$ cat src/rtl/lane_bcast_pkg.sv
package lane_bcast_pkg;
  localparam int unsigned NLANE = 2;
  localparam int unsigned NBUS  = 2;

  typedef enum logic {
    BUS_DM = 1'b0,
    BUS_PM = 1'b1
  } bus_e;

  typedef enum logic {
    LANE_PRI = 1'b0,
    LANE_SEC = 1'b1
  } lane_e;
endpackage

$ cat src/rtl/lane_bcast_qual.sv
// Decides which lanes one load targets.
module lane_bcast_qual #(
  parameter int unsigned IDX_W     = 4,
  parameter int unsigned BCAST_IDX = 1
) (
  input  logic             vld_i,
  input  logic [IDX_W-1:0] idx_i,
  input  logic             bcast_en_i,
  input  logic             pair_mode_i,
  output logic [1:0]       lane_sel_o
);
  logic bcast_hit;

  // broadcast keys off the index register only; pair mode is an independent path
  assign bcast_hit = bcast_en_i && (idx_i == IDX_W'(BCAST_IDX));

  always_comb begin
    lane_sel_o[lane_bcast_pkg::LANE_PRI] = vld_i;
    lane_sel_o[lane_bcast_pkg::LANE_SEC] = vld_i && (bcast_hit || pair_mode_i);
  end
endmodule

$ cat src/rtl/lane_bcast_arb.sv
// Per-lane collision resolution: program bus wins on equal register number.
module lane_bcast_arb #(
  parameter int unsigned REG_W = 4
) (
  input  logic             dm_req_i,
  input  logic             pm_req_i,
  input  logic [REG_W-1:0] dm_reg_i,
  input  logic [REG_W-1:0] pm_reg_i,
  output logic             dm_we_o,
  output logic             pm_we_o
);
  logic clash;

  assign clash   = pm_req_i && (dm_reg_i == pm_reg_i);
  assign dm_we_o = dm_req_i && !clash;
  assign pm_we_o = pm_req_i;
endmodule

$ cat src/rtl/lane_bcast_wreg.sv
// One registered write port.
module lane_bcast_wreg #(
  parameter int unsigned REG_W  = 4,
  parameter int unsigned DATA_W = 32
) (
  input  logic              clk_i,
  input  logic              rst_ni,
  input  logic              we_i,
  input  logic [REG_W-1:0]  addr_i,
  input  logic [DATA_W-1:0] data_i,
  output logic              we_o,
  output logic [REG_W-1:0]  addr_o,
  output logic [DATA_W-1:0] data_o
);
  always_ff @(posedge clk_i or negedge rst_ni) begin
    if (!rst_ni) begin
      we_o   <= 1'b0;
      addr_o <= '0;
      data_o <= '0;
    end else begin
      we_o <= we_i;
      if (we_i) begin
        addr_o <= addr_i;
        data_o <= data_i;
      end
    end
  end
endmodule

$ cat src/rtl/lane_bcast_ctrl.sv
module lane_bcast_ctrl
  import lane_bcast_pkg::*;
#(
  parameter int unsigned REG_W        = 4,
  parameter int unsigned IDX_W        = 4,
  parameter int unsigned DATA_W       = 32,
  parameter int unsigned BCAST_DM_IDX = 1,
  parameter int unsigned BCAST_PM_IDX = 9
) (
  input  logic              clk_i,
  input  logic              rst_ni,
  input  logic              bcast_en_i,
  input  logic              pair_mode_i,
  input  logic              dm_vld_i,
  input  logic [REG_W-1:0]  dm_reg_i,
  input  logic [IDX_W-1:0]  dm_idx_i,
  input  logic [DATA_W-1:0] dm_data_i,
  input  logic              pm_vld_i,
  input  logic [REG_W-1:0]  pm_reg_i,
  input  logic [IDX_W-1:0]  pm_idx_i,
  input  logic [DATA_W-1:0] pm_data_i,
  output logic              pri_dm_we_o,
  output logic [REG_W-1:0]  pri_dm_addr_o,
  output logic [DATA_W-1:0] pri_dm_data_o,
  output logic              pri_pm_we_o,
  output logic [REG_W-1:0]  pri_pm_addr_o,
  output logic [DATA_W-1:0] pri_pm_data_o,
  output logic              sec_dm_we_o,
  output logic [REG_W-1:0]  sec_dm_addr_o,
  output logic [DATA_W-1:0] sec_dm_data_o,
  output logic              sec_pm_we_o,
  output logic [REG_W-1:0]  sec_pm_addr_o,
  output logic [DATA_W-1:0] sec_pm_data_o
);
  logic [NBUS-1:0][1:0]                    bus_sel;   // [bus][lane]
  logic [NBUS-1:0][REG_W-1:0]              bus_reg;
  logic [NBUS-1:0][DATA_W-1:0]             bus_data;
  logic [NLANE-1:0][NBUS-1:0]              we_d;
  logic [NLANE-1:0][NBUS-1:0]              we_q;
  logic [NLANE-1:0][NBUS-1:0][REG_W-1:0]   addr_q;
  logic [NLANE-1:0][NBUS-1:0][DATA_W-1:0]  data_q;

  assign bus_reg[BUS_DM]  = dm_reg_i;
  assign bus_reg[BUS_PM]  = pm_reg_i;
  assign bus_data[BUS_DM] = dm_data_i;
  assign bus_data[BUS_PM] = pm_data_i;

  lane_bcast_qual #(.IDX_W(IDX_W), .BCAST_IDX(BCAST_DM_IDX)) u_qual_dm (
    .vld_i       (dm_vld_i),
    .idx_i       (dm_idx_i),
    .bcast_en_i  (bcast_en_i),
    .pair_mode_i (pair_mode_i),
    .lane_sel_o  (bus_sel[BUS_DM])
  );

  lane_bcast_qual #(.IDX_W(IDX_W), .BCAST_IDX(BCAST_PM_IDX)) u_qual_pm (
    .vld_i       (pm_vld_i),
    .idx_i       (pm_idx_i),
    .bcast_en_i  (bcast_en_i),
    .pair_mode_i (pair_mode_i),
    .lane_sel_o  (bus_sel[BUS_PM])
  );

  for (genvar l = 0; l < NLANE; l++) begin : g_lane
    lane_bcast_arb #(.REG_W(REG_W)) u_arb (
      .dm_req_i (bus_sel[BUS_DM][l]),
      .pm_req_i (bus_sel[BUS_PM][l]),
      .dm_reg_i (dm_reg_i),
      .pm_reg_i (pm_reg_i),
      .dm_we_o  (we_d[l][BUS_DM]),
      .pm_we_o  (we_d[l][BUS_PM])
    );

    for (genvar b = 0; b < NBUS; b++) begin : g_bus
      lane_bcast_wreg #(.REG_W(REG_W), .DATA_W(DATA_W)) u_wreg (
        .clk_i  (clk_i),
        .rst_ni (rst_ni),
        .we_i   (we_d[l][b]),
        .addr_i (bus_reg[b]),
        .data_i (bus_data[b]),
        .we_o   (we_q[l][b]),
        .addr_o (addr_q[l][b]),
        .data_o (data_q[l][b])
      );
    end

    AST_NO_SAME_ADDR: assert property (@(posedge clk_i) disable iff (!rst_ni)
      !(we_q[l][BUS_DM] && we_q[l][BUS_PM] && addr_q[l][BUS_DM] == addr_q[l][BUS_PM]));
  end

  assign pri_dm_we_o   = we_q[LANE_PRI][BUS_DM];
  assign pri_dm_addr_o = addr_q[LANE_PRI][BUS_DM];
  assign pri_dm_data_o = data_q[LANE_PRI][BUS_DM];
  assign pri_pm_we_o   = we_q[LANE_PRI][BUS_PM];
  assign pri_pm_addr_o = addr_q[LANE_PRI][BUS_PM];
  assign pri_pm_data_o = data_q[LANE_PRI][BUS_PM];
  assign sec_dm_we_o   = we_q[LANE_SEC][BUS_DM];
  assign sec_dm_addr_o = addr_q[LANE_SEC][BUS_DM];
  assign sec_dm_data_o = data_q[LANE_SEC][BUS_DM];
  assign sec_pm_we_o   = we_q[LANE_SEC][BUS_PM];
  assign sec_pm_addr_o = addr_q[LANE_SEC][BUS_PM];
  assign sec_pm_data_o = data_q[LANE_SEC][BUS_PM];

  AST_PM_PRI_WRITE: assert property (@(posedge clk_i) disable iff (!rst_ni)
    pm_vld_i |=> (pri_pm_we_o && pri_pm_data_o == $past(pm_data_i)));

  AST_BCAST_PM: assert property (@(posedge clk_i) disable iff (!rst_ni)
    (bcast_en_i && pm_vld_i && pm_idx_i == IDX_W'(BCAST_PM_IDX))
      |=> (sec_pm_we_o && sec_pm_addr_o == $past(pm_reg_i)));

  AST_BCAST_DM: assert property (@(posedge clk_i) disable iff (!rst_ni)
    (bcast_en_i && dm_vld_i && dm_idx_i == IDX_W'(BCAST_DM_IDX)
      && !(pm_vld_i && pm_reg_i == dm_reg_i))
      |=> (sec_dm_we_o && sec_dm_data_o == $past(dm_data_i)));

  AST_SEC_QUIET: assert property (@(posedge clk_i) disable iff (!rst_ni)
    (!bcast_en_i && !pair_mode_i) |=> !(sec_dm_we_o || sec_pm_we_o));

  AST_IDLE: assert property (@(posedge clk_i) disable iff (!rst_ni)
    (!dm_vld_i && !pm_vld_i) |=> ($countones({pri_dm_we_o, pri_pm_we_o, sec_dm_we_o, sec_pm_we_o}) == 0));

  AST_SEC_PM_HAS_PRI: assert property (@(posedge clk_i) disable iff (!rst_ni)
    sec_pm_we_o |-> pri_pm_we_o);
endmodule

$ cat config.mk
export PLATFORM = sky130hd
export DESIGN_NAME = lane_bcast_ctrl
export DESIGN_NICKNAME = d
export VERILOG_FILES = /design/src/rtl/lane_bcast_pkg.sv /design/src/rtl/lane_bcast_qual.sv /design/src/rtl/lane_bcast_arb.sv /design/src/rtl/lane_bcast_wreg.sv /design/src/rtl/lane_bcast_ctrl.sv
export SDC_FILE = /design/constraint.sdc
export NUM_CORES = 1
export LEC_CHECK = 0
export BUFFER_PORTS_ARGS = -buffer_cell sky130_fd_sc_hd__buf_2
export CAP_MARGIN = 30
export CORE_AREA = 2 2 102 123
export DETAILED_ROUTE_END_ITERATION = 7
export DIE_AREA = 0 0 104 125
export PLACE_DENSITY = 0.9
export SLEW_MARGIN = 30
export SYNTH_ARGS = -nofsm -noshare
export SYNTH_HDL_FRONTEND = slang
export SYNTH_SLANG_ARGS = --single-unit
export TNS_END_PERCENT = 20
$ cat constraint.sdc
create_clock -name clk_i -period 1 [get_ports clk_i]
set_clock_uncertainty 0.1 [all_clocks]
set_input_delay 0 -clock clk_i [delete_from_list [all_inputs] [get_ports clk_i]]
set_output_delay 0 -clock clk_i [all_outputs]
set_load 0.02 [all_outputs]
Yosys cells after proc, flatten, opt, wreduce, memory -nomap -nowiden
Index checks and enable logic that the tools add are counted.
- bits in registers: 148
- equal/unequal tests: 3
- reduce and logical (&&, ||, !) cells: 12
- operators by type and width (cell ; count):
    1-bit logical AND ; 8
    4-bit by 1-bit equality test with 1-bit output (second input constant) ; 1
    4-bit equality test ; 1
    4-bit equality test (second input constant) ; 1
    1-bit zero test ; 2
    1-bit logical OR ; 2

Longest topological paths before layout
- word-level depth: 7
- depth in mapped cells: 6
- gate-level depth less buffers: 4

Modules after synthesis
A second synthesis with hierarchy kept.
- cells, all modules: 334
- area, all modules: 6248.5 um^2
- by module, submodules not included (module ; times used ; cells each ; area an instance (um^2) ; seq. area each (um^2)):
    lane_bcast_wreg ; 4 ; 77 ; 1515.2 ; 925.9
    lane_bcast_arb ; 2 ; 8 ; 57.6 ; 0.0
    lane_bcast_qual at u_qual_dm ; 1 ; 5 ; 37.5 ; 0.0
    lane_bcast_qual at u_qual_pm ; 1 ; 5 ; 35.0 ; 0.0

Worst setup path before layout
OpenSTA, ideal clock, no wires.
- kind: input port to flip-flop
- from: in pm_idx_i[1]
- to: reg g_lane[1].g_bus[0].u_wreg.data_o[10]
- arrival: 1.338 ns
- data required time: 0.775 ns
- path slack: -0.563 ns
- cell stages on the path: 5
- buffers on the path: 1
- path through: nor3b_1 -> a31oi_1 -> o31ai_4 -> buf_6 -> mux2_2
- cells in the longest elaborated chain, start to end: 7
- ends and longest elaborated chain (what ; RTL line ; text):
    from (decl) ; lane_bcast_ctrl.sv:20 ; input logic [IDX_W-1:0] pm_idx_i,
    4-bit equality test ; lane_bcast_qual.sv:15 ; assign bcast_hit = bcast_en_i && (idx_i == IDX_W'(BCAST_IDX));
    1-bit logical AND ; lane_bcast_qual.sv:15 ;
    1-bit logical OR ; lane_bcast_qual.sv:19 ; lane_sel_o[lane_bcast_pkg::LANE_SEC] = vld_i && (bcast_hit || pair_mode_i);
    1-bit logical AND ; lane_bcast_qual.sv:19 ;
    1-bit logical AND ; lane_bcast_arb.sv:14 ; assign clash = pm_req_i && (dm_reg_i == pm_reg_i);
    1-bit zero test ; lane_bcast_arb.sv:15 ; assign dm_we_o = dm_req_i && !clash;
    1-bit logical AND ; lane_bcast_arb.sv:15 ;
    to (signal assigned) ; lane_bcast_wreg.sv:24 ; data_o <= data_i;
    to (decl) ; lane_bcast_wreg.sv:13 ; output logic [DATA_W-1:0] data_o
Every way passes these cells.
A chain may end at the register's enable or synchronous reset.

Worst setup path in the final report
- from: in dm_idx_i[1]
- to: reg g_lane[1].g_bus[0].u_wreg.data_o[27]
- cells in the longest elaborated chain, start to end: 5
- ends and longest elaborated chain (what ; RTL line ; text):
    from (decl) ; lane_bcast_ctrl.sv:16 ; input logic [IDX_W-1:0] dm_idx_i,
    4-bit by 1-bit equality test with 1-bit output ; lane_bcast_qual.sv:15 ;
    1-bit logical AND ; lane_bcast_qual.sv:15 ;
    1-bit logical OR ; lane_bcast_qual.sv:19 ;
    1-bit logical AND ; lane_bcast_qual.sv:19 ;
    1-bit logical AND ; lane_bcast_arb.sv:15 ;
Every way passes these cells.

==> reports/qor.yml <==
run_status:
  status: "finished, violations left"
  violations: "negative hold slack, negative setup slack"
worst_setup_path:
  r2r-start: "g_lane[1].g_bus[1].u_wreg.data_o[30]"
  crit_fanout: 37
  r2r_slack_ps: -40
  cp-start-kind: "input pin"
  crit_arrival_ps: 1410
  regToRegEndpoint: "g_lane[1].g_bus[1].u_wreg.data_o[30]"
  worstSetupPathType: "in -> reg"
  reg2reg_depth: 2
  required_ps: 1180
  end_kind: "flip-flop"
layout:
  layout_commonest_cell: "buf_2"
  fin_util: 0.768
  num_antenna_cells: 0
  nets: 754
  syn_to_final_growth_pct: 64.3
  regArea_um2: 3700
  final_cell_mix: "buf_2 (184), dfrtp_1 (148), mux2_2 (92)"
  layout-drive-gt1-share: 0.659
  stdcell_count: 841
  multiInputGateArea_um2: 2050
  num-fill-cells: 683
sta:
  worst_slack_ps: -225
  whs_ps: -9.64
  fin_crit_ps: 1230
  finalHoldViolCount: 4
  fin_crit_sh: 1.23
  max_freq_ghz: 0.816
  relSlewSlack: 0.754
  rsz0062_at_grt: "true"
  slew_violations: 0
  setup_viol: 244
  tns_ps: -18790
  worst_pin_slew_ps: 368
synth:
  synth.cell_area_um2: 5560
  synth_seq_cells: 148
  syn-num-nets: 410
  netlist_instances: 324
  yosys_warnings: 0
  yosysSeqAreaShare: 0.666
  synthDistinctLibCells: 18
  syn_area_per_cell_um2: 17.2
run:
  drv_cap: 0
grt:
  antenna_found_initial: 0
  grt_max_degree: 38
  grt_use_total: 0.243
  grt_pass1_vias: 4741
  grt-ovfl-total: 0
  grt_pass1_wl_mm: 24.5
placed_design:
  place.gp.congestion: 0.820
  preCtsSetupSlack_ps: -661
  dp.cells: 728
  io_buffers: 233
  dp_hpwl_mm: 9.70
floorplan:
  die_h_um: 125
  num_rows: 44
  dieWidth_um: 104
  ios: 234
  initial_core_util: 0.467
  core_um2: 11900
  dieArea_um2: 13000
drt:
  drtIter0Drc: 167
  vias: 4243
  wl_mm: 17.3
  wire_per_inst_um: 20.5
  ant_nets: 0
  drc: 0
  first_pass_iters: 4
  viasPerCell: 5.05
clocking:
  clk_pin_slew_ps: 70
  clockBufferDepth: 2
  postCtsHoldBufs: 74
  cts_tree: "yes"
  cts_root_buf: "clkbuf_16"
  htreeDepth: 4
  numCtsBuffers: 17
  clk_latency_ps: 400
  cts_sinks: 148
pwr:
  power_uw: 17500
  ir_drop_uv: 1120
  power.density_nw_per_um2: 1920
  p_leak_uw: 0.00444
worst_hold_path:
  min_path_type: "in -> async"
==> how the worst max path moves through the flow <==
stage / start / end / slack, ps
floorplan: dm_reg_i[0] / g_lane[1].g_bus[0].u_wreg.data_o[10] / -470
global placement: pm_idx_i[0] / g_lane[1].g_bus[1].u_wreg.data_o[16] / -640
detailed placement: pm_idx_i[0] / g_lane[1].g_bus[1].u_wreg.data_o[30] / -660
CTS: pm_idx_i[1] / g_lane[1].g_bus[0].u_wreg.data_o[21] / -170
global route: pm_idx_i[1] / g_lane[1].g_bus[0].u_wreg.data_o[15] / -240
finish: dm_idx_i[1] / g_lane[1].g_bus[0].u_wreg.data_o[27] / -230
==> sequential cells by signal, summed over array words and instances (netlist names) <==
name	count
g_lane.g_bus.u_wreg.we_o	4
g_lane.g_bus.u_wreg.addr_o	16
g_lane.g_bus.u_wreg.data_o	128
==> critical path: stages <==
cell      delay [ps]
buf_6             90
nand3b_1         190
o41ai_2          310
buf_4            190
o31ai_4           70
buf_12           200
mux2_1           350
==> layout make-up <==
cell class | count | share of cell area
flip-flops and latches | 148 | 0.406
repair buffers | 339 | 0.287
multi-input cells | 158 | 0.225
clock buffers | 19 | 0.0474
well taps | 161 | 0.0221
clock inverters | 12 | 0.0118
inverters | 4 | 0.00164
==> power by group <==
| group | switching [µW] | internal (µW) |
|---|---|---|
| registers | 504 | 6780 |
| logic | 2190 | 2150 |
| clock network | 2480 | 3410 |
| total | 5170 | 12300 |
==> layer usage <==
metal	global-route usage	up-vias	part of all wire
met3	0.0636	38	0.050
met4	0.0986	0	0.029
li1	-	1826	-
met1	0.263	2192	0.37
met2	0.452	187	0.55
met5	0	-	0
==> cell families (layout without fill, tap and decap cells) <==
group | Yosys count | count (layout) | share of synthesized area
XOR/XNOR | 4 | 4 | 0.00630
flip-flops | 148 | 148 | 0.666
multiplexers | 144 | 144 | 0.292
buffers and inverters | 18 | 374 | 0.0200
AND/OR/NAND/NOR | 6 | 6 | 0.00608
AO/OA/AOI/OAI | 4 | 4 | 0.00946
==> through the flow <==
step,instance area [µm²],hold WS (ps)
CTS,8630,-31.2
floorplan,5670,-396
detailed placement,7210,-182
finish,9130,-9.64
global placement,7210,-186
global route,9130,-8.38
==> cells in the mapped netlist <==
library cell | number | share of area
inv_1 | 4 | 0.0027
clkbuf_1 | 4 | 0.0027
mux2_2 | 142 | 0.29
nand3b_1 | 1 | 0.0014
nor3b_1 | 1 | 0.0014
o41ai_2 | 1 | 0.0029
o31ai_4 | 1 | 0.0038
nand2b_1 | 1 | 0.0011
mux2_1 | 2 | 0.0041
buf_2 | 2 | 0.0018
nand3_1 | 1 | 0.00090
xnor2_1 | 4 | 0.0063
nand2_1 | 2 | 0.0014
buf_6 | 3 | 0.0061
a31oi_1 | 1 | 0.0011
buf_4 | 5 | 0.0068
dfrtp_1 | 148 | 0.67
o21ai_2 | 1 | 0.0016
==> what timing repair did <==
item,4_1_cts,5_1_grt
endpoints found under the setup margin,256,256
endpoints found under the hold margin,293,3
cloned,1,3
gates resized for setup,27,118
setup buffers,0,4
No activity file was read; power rests on OpenSTA's default activity.
